**src/rtl/afr_pkg.sv**
```systemverilog
package afr_pkg;

  typedef enum logic [2:0] {
    ST_IDLE,
    ST_START,
    ST_DATA,
    ST_EXTRA,
    ST_STOP1,
    ST_STOP2,
    ST_TAIL
  } rx_state_e;

  // Position in the word of the data bit received at arrival index idx.
  function automatic int bit_slot(input int idx, input logic msb_first, input int nbits);
    return msb_first ? (nbits - 1 - idx) : idx;
  endfunction

  // Expected parity bit for a word whose unused bits are zero.
  function automatic logic parity_of(input logic [7:0] w, input logic odd);
    return (^w) ^ odd;
  endfunction

endpackage

```
**src/rtl/afr_sync.sv**
```systemverilog
module afr_sync (
  input  logic clk,
  input  logic rst_n,
  input  logic rx_in,
  output logic rx_s,
  output logic fall
);
  logic meta_q, line_q, prev_q;

  always_ff @(posedge clk or negedge rst_n) begin
    if (!rst_n) begin
      meta_q <= 1'b1;
      line_q <= 1'b1;
      prev_q <= 1'b1;
    end else begin
      meta_q <= rx_in;
      line_q <= meta_q;
      prev_q <= line_q;
    end
  end

  assign rx_s = line_q;
  assign fall = prev_q & ~line_q;
endmodule

```
**src/rtl/afr_deframer.sv**
```systemverilog
module afr_deframer
  import afr_pkg::*;
#(
  parameter int OS_RATE = 16,
  parameter int DW      = 8
) (
  input  logic          clk,
  input  logic          rst_n,
  input  logic          os_tick,
  input  logic          rx_s,
  input  logic          fall,
  input  logic          rx_enable,
  input  logic          cfg_eight_bits,
  input  logic          cfg_parity_en,
  input  logic          cfg_mp_mode,
  input  logic          cfg_two_stop,
  input  logic          cfg_msb_first,
  output logic [DW-1:0] word,
  output logic          extra_bit,
  output logic          start_ok,
  output logic          frame_done,
  output logic          stop2_done,
  output logic          idle_set,
  output logic          in_idle
);
  localparam int CW   = $clog2(OS_RATE);
  localparam int IW   = $clog2(DW + 1);
  localparam int SW   = $clog2(DW);
  localparam int HALF = OS_RATE / 2;
  localparam logic [CW-1:0] FULL_LAST = CW'(OS_RATE - 1);
  localparam logic [CW-1:0] HALF_LAST = CW'(HALF - 1);

  rx_state_e     state;
  logic [CW-1:0] cnt;
  logic [IW-1:0] idx;
  logic [DW-1:0] word_q;
  logic          extra_q;

  logic mid_hit, half_hit, new_start, has_extra, last_data;
  int   nbits;

  assign nbits     = cfg_eight_bits ? DW : DW - 1;
  assign has_extra = cfg_parity_en | cfg_mp_mode;
  assign last_data = (idx == IW'(nbits - 1));
  assign mid_hit   = os_tick && (cnt == FULL_LAST);
  assign half_hit  = os_tick && (cnt == HALF_LAST);
  assign new_start = fall && rx_enable;

  always_ff @(posedge clk or negedge rst_n) begin
    if (!rst_n) begin
      state   <= ST_IDLE;
      cnt     <= '0;
      idx     <= '0;
      word_q  <= '0;
      extra_q <= 1'b0;
    end else begin
      case (state)
        ST_IDLE: begin
          cnt <= '0;
          if (new_start) state <= ST_START;
        end
        ST_START: if (os_tick) begin
          if (cnt == HALF_LAST) begin
            cnt     <= '0;
            idx     <= '0;
            word_q  <= '0;
            extra_q <= 1'b0;
            state   <= rx_s ? ST_IDLE : ST_DATA;
          end else cnt <= cnt + 1'b1;
        end
        ST_DATA: if (os_tick) begin
          if (cnt == FULL_LAST) begin
            cnt <= '0;
            word_q[SW'(bit_slot(int'(idx), cfg_msb_first, nbits))] <= rx_s;
            if (last_data) state <= has_extra ? ST_EXTRA : ST_STOP1;
            else idx <= idx + 1'b1;
          end else cnt <= cnt + 1'b1;
        end
        ST_EXTRA: if (os_tick) begin
          if (cnt == FULL_LAST) begin
            cnt     <= '0;
            extra_q <= rx_s;
            state   <= ST_STOP1;
          end else cnt <= cnt + 1'b1;
        end
        ST_STOP1: if (os_tick) begin
          if (cnt == FULL_LAST) begin
            cnt   <= '0;
            state <= cfg_two_stop ? ST_STOP2 : ST_TAIL;
          end else cnt <= cnt + 1'b1;
        end
        ST_STOP2: if (os_tick) begin
          if (cnt == FULL_LAST) begin
            cnt   <= '0;
            state <= ST_TAIL;
          end else cnt <= cnt + 1'b1;
        end
        ST_TAIL: begin
          if (new_start) begin
            cnt   <= '0;
            state <= ST_START;
          end else if (os_tick) begin
            if (cnt == HALF_LAST) state <= ST_IDLE;
            else cnt <= cnt + 1'b1;
          end
        end
        default: state <= ST_IDLE;
      endcase
    end
  end

  // Named events for the result register and the checker.
  assign word       = word_q;
  assign extra_bit  = extra_q;
  assign start_ok   = (state == ST_START) && half_hit && !rx_s;
  assign frame_done = (state == ST_STOP1) && mid_hit;
  assign stop2_done = (state == ST_STOP2) && mid_hit;
  assign idle_set   = ((state == ST_TAIL) && half_hit && !new_start) ||
                      ((state == ST_START) && half_hit && rx_s);
  assign in_idle    = (state == ST_IDLE);
endmodule

```
**src/rtl/afr_holding.sv**
```systemverilog
module afr_holding
  import afr_pkg::*;
#(
  parameter int DW = 8
) (
  input  logic          clk,
  input  logic          rst_n,
  input  logic [DW-1:0] word,
  input  logic          extra_bit,
  input  logic          rx_s,
  input  logic          start_ok,
  input  logic          frame_done,
  input  logic          stop2_done,
  input  logic          idle_set,
  input  logic          rd_strobe,
  input  logic          cfg_parity_en,
  input  logic          cfg_parity_odd,
  input  logic          cfg_mp_mode,
  output logic [DW-1:0] rx_data,
  output logic          rx_full,
  output logic          parity_err,
  output logic          frame_err,
  output logic          overrun,
  output logic          addr_bit,
  output logic          bus_idle
);
  logic par_bad;
  assign par_bad = cfg_parity_en && !cfg_mp_mode &&
                   (extra_bit != parity_of(8'(word), cfg_parity_odd));

  always_ff @(posedge clk or negedge rst_n) begin
    if (!rst_n) begin
      rx_data    <= '0;
      rx_full    <= 1'b0;
      parity_err <= 1'b0;
      frame_err  <= 1'b0;
      overrun    <= 1'b0;
      addr_bit   <= 1'b0;
    end else if (frame_done) begin
      rx_data    <= word;
      rx_full    <= 1'b1;
      overrun    <= rx_full && !rd_strobe;
      parity_err <= par_bad;
      frame_err  <= !rx_s;
      addr_bit   <= cfg_mp_mode && extra_bit;
    end else begin
      if (rd_strobe) begin
        rx_full <= 1'b0;
        overrun <= 1'b0;
      end
      if (stop2_done && !rx_s) frame_err <= 1'b1;
    end
  end

  always_ff @(posedge clk or negedge rst_n) begin
    if (!rst_n)        bus_idle <= 1'b1;
    else if (start_ok) bus_idle <= 1'b0;
    else if (idle_set) bus_idle <= 1'b1;
  end
endmodule

```
**src/rtl/async_frame_rx.sv**
```systemverilog
module async_frame_rx #(
  parameter int OS_RATE = 16,
  parameter int DW      = 8
) (
  input  logic          clk,
  input  logic          rst_n,
  input  logic          os_tick,
  input  logic          rx_in,
  input  logic          rx_enable,
  input  logic          cfg_eight_bits,
  input  logic          cfg_parity_en,
  input  logic          cfg_parity_odd,
  input  logic          cfg_mp_mode,
  input  logic          cfg_two_stop,
  input  logic          cfg_msb_first,
  input  logic          rd_strobe,
  output logic [DW-1:0] rx_data,
  output logic          rx_full,
  output logic          parity_err,
  output logic          frame_err,
  output logic          overrun,
  output logic          addr_bit,
  output logic          bus_idle
);
  logic          rx_s, fall;
  logic [DW-1:0] word;
  logic          extra_bit, start_ok, frame_done, stop2_done, idle_set, in_idle;

  afr_sync u_sync (
    .clk   (clk),
    .rst_n (rst_n),
    .rx_in (rx_in),
    .rx_s  (rx_s),
    .fall  (fall)
  );

  afr_deframer #(.OS_RATE(OS_RATE), .DW(DW)) u_deframer (
    .clk            (clk),
    .rst_n          (rst_n),
    .os_tick        (os_tick),
    .rx_s           (rx_s),
    .fall           (fall),
    .rx_enable      (rx_enable),
    .cfg_eight_bits (cfg_eight_bits),
    .cfg_parity_en  (cfg_parity_en),
    .cfg_mp_mode    (cfg_mp_mode),
    .cfg_two_stop   (cfg_two_stop),
    .cfg_msb_first  (cfg_msb_first),
    .word           (word),
    .extra_bit      (extra_bit),
    .start_ok       (start_ok),
    .frame_done     (frame_done),
    .stop2_done     (stop2_done),
    .idle_set       (idle_set),
    .in_idle        (in_idle)
  );

  afr_holding #(.DW(DW)) u_holding (
    .clk            (clk),
    .rst_n          (rst_n),
    .word           (word),
    .extra_bit      (extra_bit),
    .rx_s           (rx_s),
    .start_ok       (start_ok),
    .frame_done     (frame_done),
    .stop2_done     (stop2_done),
    .idle_set       (idle_set),
    .rd_strobe      (rd_strobe),
    .cfg_parity_en  (cfg_parity_en),
    .cfg_parity_odd (cfg_parity_odd),
    .cfg_mp_mode    (cfg_mp_mode),
    .rx_data        (rx_data),
    .rx_full        (rx_full),
    .parity_err     (parity_err),
    .frame_err      (frame_err),
    .overrun        (overrun),
    .addr_bit       (addr_bit),
    .bus_idle       (bus_idle)
  );
endmodule

```
**config.mk**
```make
export PLATFORM = sky130hd
export DESIGN_NAME = async_frame_rx
export DESIGN_NICKNAME = d
export VERILOG_FILES = /design/src/rtl/afr_pkg.sv /design/src/rtl/afr_sync.sv /design/src/rtl/afr_deframer.sv /design/src/rtl/afr_holding.sv /design/src/rtl/async_frame_rx.sv
export SDC_FILE = /design/constraint.sdc
export NUM_CORES = 1
export LEC_CHECK = 0
export ABC_AREA = 0
export BUFFER_PORTS_ARGS = -buffer_cell sky130_fd_sc_hd__buf_4
export CORE_ASPECT_RATIO = 0.6
export CORE_UTILIZATION = 35
export DETAILED_ROUTE_END_ITERATION = 7
export SLEW_MARGIN = 20
export SYNTH_ARGS = -nofsm -noshare
export SYNTH_HDL_FRONTEND = slang
export SYNTH_SLANG_ARGS = --single-unit
```
**constraint.sdc**
```tcl
create_clock -name clk -period 5.9 [get_ports clk]
set_input_delay 1.77 -clock clk [delete_from_list [all_inputs] [get_ports clk]]
set_output_delay 1.77 -clock clk [all_outputs]
set_load 0.005 [all_outputs]
```
==> metrics.txt <==
result of the run finished, final reports clean; Slew Limit Fails 0; summed instance area of the synthesized netlist 2030 um^2; sum of routed wire length over all layers 4260 um; Placement Setup Slack 2450 ps; height of the chip 61.0 um; worst setup path startpoint cfg_eight_bits; count of flip-flops with a built-in enable after synthesis 0; Root Buffer clkbuf_8; total I/O pin count 26; TritonCTS clock tree done; Worst Setup Start Kind input pin; global routing usage on met1 0.238; Reg2Reg Setup Slack 3490 ps; post-CTS setup-driven buffer insertion count 0; vias in the first global route 1,417; Cell Pwr Density 347 nW/um^2; post-synthesis area per instance 10.4 um^2; Final ANT Viol Nets 0; Core Region 5570 um^2; CP endpoint u_deframer.state[1]; total CTS buffers 5; # H-tree levels 2; setup repair after global routing missed its margin false; Fmax achieved 0.317 GHz; Port Buffers 25; arrival time at the worst endpoint 3330 ps; first-pass GRT wire length 7060 um; CP Max Fanout 4; number of library cell types mapped by synthesis 52; die extent in x 100 um; path category of the worst min-delay check reg -> reg; total routing resource utilization after global routing 0.155; Clock Pin Slew Worst Setup and Hold Paths 70 ps; required time at the worst-slack endpoint 6070 ps; RR Endpoint u_deframer.cnt[3]; CTS Hold Bufs 0; number of fill cells in the layout 577; global route total overflow 0; total inserted antenna cells 0; Yosys reg bits 37; number of placement rows 21; total of max-cap violations 0; transition time at the pin with the least slew margin 838 ps; worst slew margin relative to its limit 0.439; part of the Yosys area used for sequential elements 0.459; setup slack after layout 2750 ps; wire length per cell after detailed routing 14.1 um; HPWL after DPL 3120 um; met2 track demand over resource in global routing 0.211; final-report setup violation count 0; skew final 3.74 ps; prevailing post-synth register cell dfrtp_1; Yosys warning total 0; multi-input gate area in the final layout 1030 um^2; critical path class in -> reg; Via density 5.10; global placer's final weighted congestion 0.807; count of TritonRoute iterations in the first routing pass 4; area grow syn2layout 17.0%; crit path time final 3150 ps; overall die area 6110 um^2; highest ir drop seen on vdd 0.139 mV; endpoint kind of the worst setup timing path flop; CTS-repair resized insts 0; global route hottest layer met1; FF-to-FF path depth 5; LEAKAGE 1.08 nW; first-iteration detailed-routing DRC count 58; total vias in the final route 1,540; ratio of cells with drive above 1 in the final layout 0.234; synthesized net count 212; NumNets Final 238; Core Util, Final 0.426; Post-Synthesis Cells 195; crit share post-route 0.534; starting density of the core 0.364; Hold Violations, Final 0; worst reg2reg startpoint u_deframer.state[1]; largest net degree at the start of global routing 38; CTS sink count 37; clock tree buffer depth 2; post-route setup TNS 0 ps; met3 Usage GRT 0.0449; clk_lat worst skew 280 ps; sequential cell area 931 um^2; share of async-settable or async-resettable flops after synthesis 1.00; initial antenna violation count 0; Remaining DRCs 0
==> cell usage after synthesis, types with 2 or more instances <==
library cell	number	area, um^2
dfrtp_1	33	826
nand2_1	15	56.3
xnor2_1	12	105
nor2_1	11	41.3
inv_1	10	37.5
o21ai_0	10	50.1
a21oi_1	7	35.0
mux2_2	7	78.8
and2_1	5	31.3
ha_1	5	62.6
dfstp_2	4	105
nand3_1	4	20.0
nor3_1	4	20.0
o211ai_1	4	30.0
o31ai_1	4	30.0
a21o_1	3	22.5
buf_2	3	15.0
clkbuf_1	3	11.3
mux2_1	3	33.8
mux2i_1	3	30.0
nor3b_1	3	22.5
nor4_1	3	18.8
a211oi_1	2	15.0
a22o_1	2	17.5
a31oi_1	2	12.5
a41o_1	2	20.0
mux2_4	2	30.0
nand4_1	2	12.5
nand4b_1	2	17.5
nor2b_1	2	12.5
o32ai_1	2	17.5
==> placed cells by master, fill, tap and decap left out, drive strengths merged, types with 2 or more instances in the layout <==
cell / synthesis / final
and3b: 2 / 2
clkinv: 0 / 2
ha: 5 / 5
nand4b: 2 / 2
nand4: 2 / 2
dfrtp: 33 / 33
nor3b: 3 / 3
dfstp: 4 / 4
nand3: 5 / 5
or2: 2 / 2
nand2: 15 / 15
and2: 5 / 5
o21ai: 10 / 10
mux2i: 3 / 3
a41o: 2 / 2
nor2: 11 / 11
mux2: 12 / 12
a211oi: 3 / 3
xnor2: 12 / 12
clkbuf: 3 / 6
a22o: 3 / 3
a31oi: 2 / 2
nor2b: 3 / 3
buf: 3 / 25
nor4: 3 / 3
nor3: 4 / 4
o211ai: 4 / 4
a21o: 3 / 3
inv: 10 / 10
a21oi: 7 / 7
o32ai: 2 / 2
o31ai: 4 / 4
==> state kept, by name, summed over array words and instances, names as in the netlist <==
signal / cells
u_holding.bus_idle: 1
u_holding.rx_data: 8
u_holding.frame_err: 1
u_holding.rx_full: 1
u_sync.rx_s: 1
u_deframer.word: 8
u_sync.prev_q: 1
u_deframer.cnt: 4
u_deframer.idx: 4
u_deframer.extra_bit: 1
u_deframer.state: 3
u_sync.meta_q: 1
u_holding.addr_bit: 1
u_holding.overrun: 1
u_holding.parity_err: 1
==> power breakdown <==
part / internal [mW] / switching, mW / total [mW] / leakage, nW
Sequential: 0.281 / 0.0569 / 0.338 / 0.485
Clock: 0.0819 / 0.0890 / 0.171 / 0.0450
Combinational: 0.146 / 0.168 / 0.314 / 0.546
Total: 0.509 / 0.314 / 0.823 / 1.08
==> metal layers <==
layer | part of all wire | wire, um
met1 | 0.57 | 2440
met4 | 0.00094 | 4
met5 | 0 | 0
met2 | 0.39 | 1650
met3 | 0.038 | 160
==> metrics by stage <==
stage          hold WS, ps  cells  total power, mW  area, um^2
5_1_grt                360    302            0.886        2370
3_5_place_dp           348    294            0.653        2290
6_report               356    302            0.823        2370
2_1_floorplan          345    195            0.580        2030
4_1_cts                359    302            0.828        2370
3_3_place_gp           348    294            0.649        2290
==> area by class of cell <==
type	instances	share of cell area
clock buffers	6	0.0306
well taps	80	0.0422
multi-input cells	142	0.436
flip-flops and latches	37	0.392
repair buffers	25	0.0791
clock inverters	2	0.00422
inverters	10	0.0158
==> worst min path at each step <==
stage,start,end,slack [ps],cells after the start
floorplan,u_sync.meta_q,u_sync.rx_s,350,0
global placement,u_sync.meta_q,u_sync.rx_s,350,0
detailed placement,u_sync.meta_q,u_sync.rx_s,350,0
CTS,u_sync.meta_q,u_sync.rx_s,360,0
global route,u_sync.meta_q,u_sync.rx_s,360,0
finish,u_sync.meta_q,u_sync.rx_s,360,0
==> worst max-delay path: stages <==
cell	delay, ps
buf_4	80
inv_1	30
ha_1	320
and4b_1	270
mux2i_1	90
a22o_2	240
a21bo_1	230
mux2_4	300
==> cell families (layout without fill, tap and decap cells) <==
logic type / count (synthesis) / count (layout) / share of synthesized area
muxes: 15 / 15 / 0.0851
buffers and inverters: 16 / 43 / 0.0315
adders and majority gates: 5 / 5 / 0.0308
and+or+nand+nor: 64 / 64 / 0.179
AOI/OAI and AO/OA: 45 / 45 / 0.159
DFF: 37 / 37 / 0.459
xor gates and xnor gates: 13 / 13 / 0.0561
Note: power is estimated with default switching activity, not from simulation.
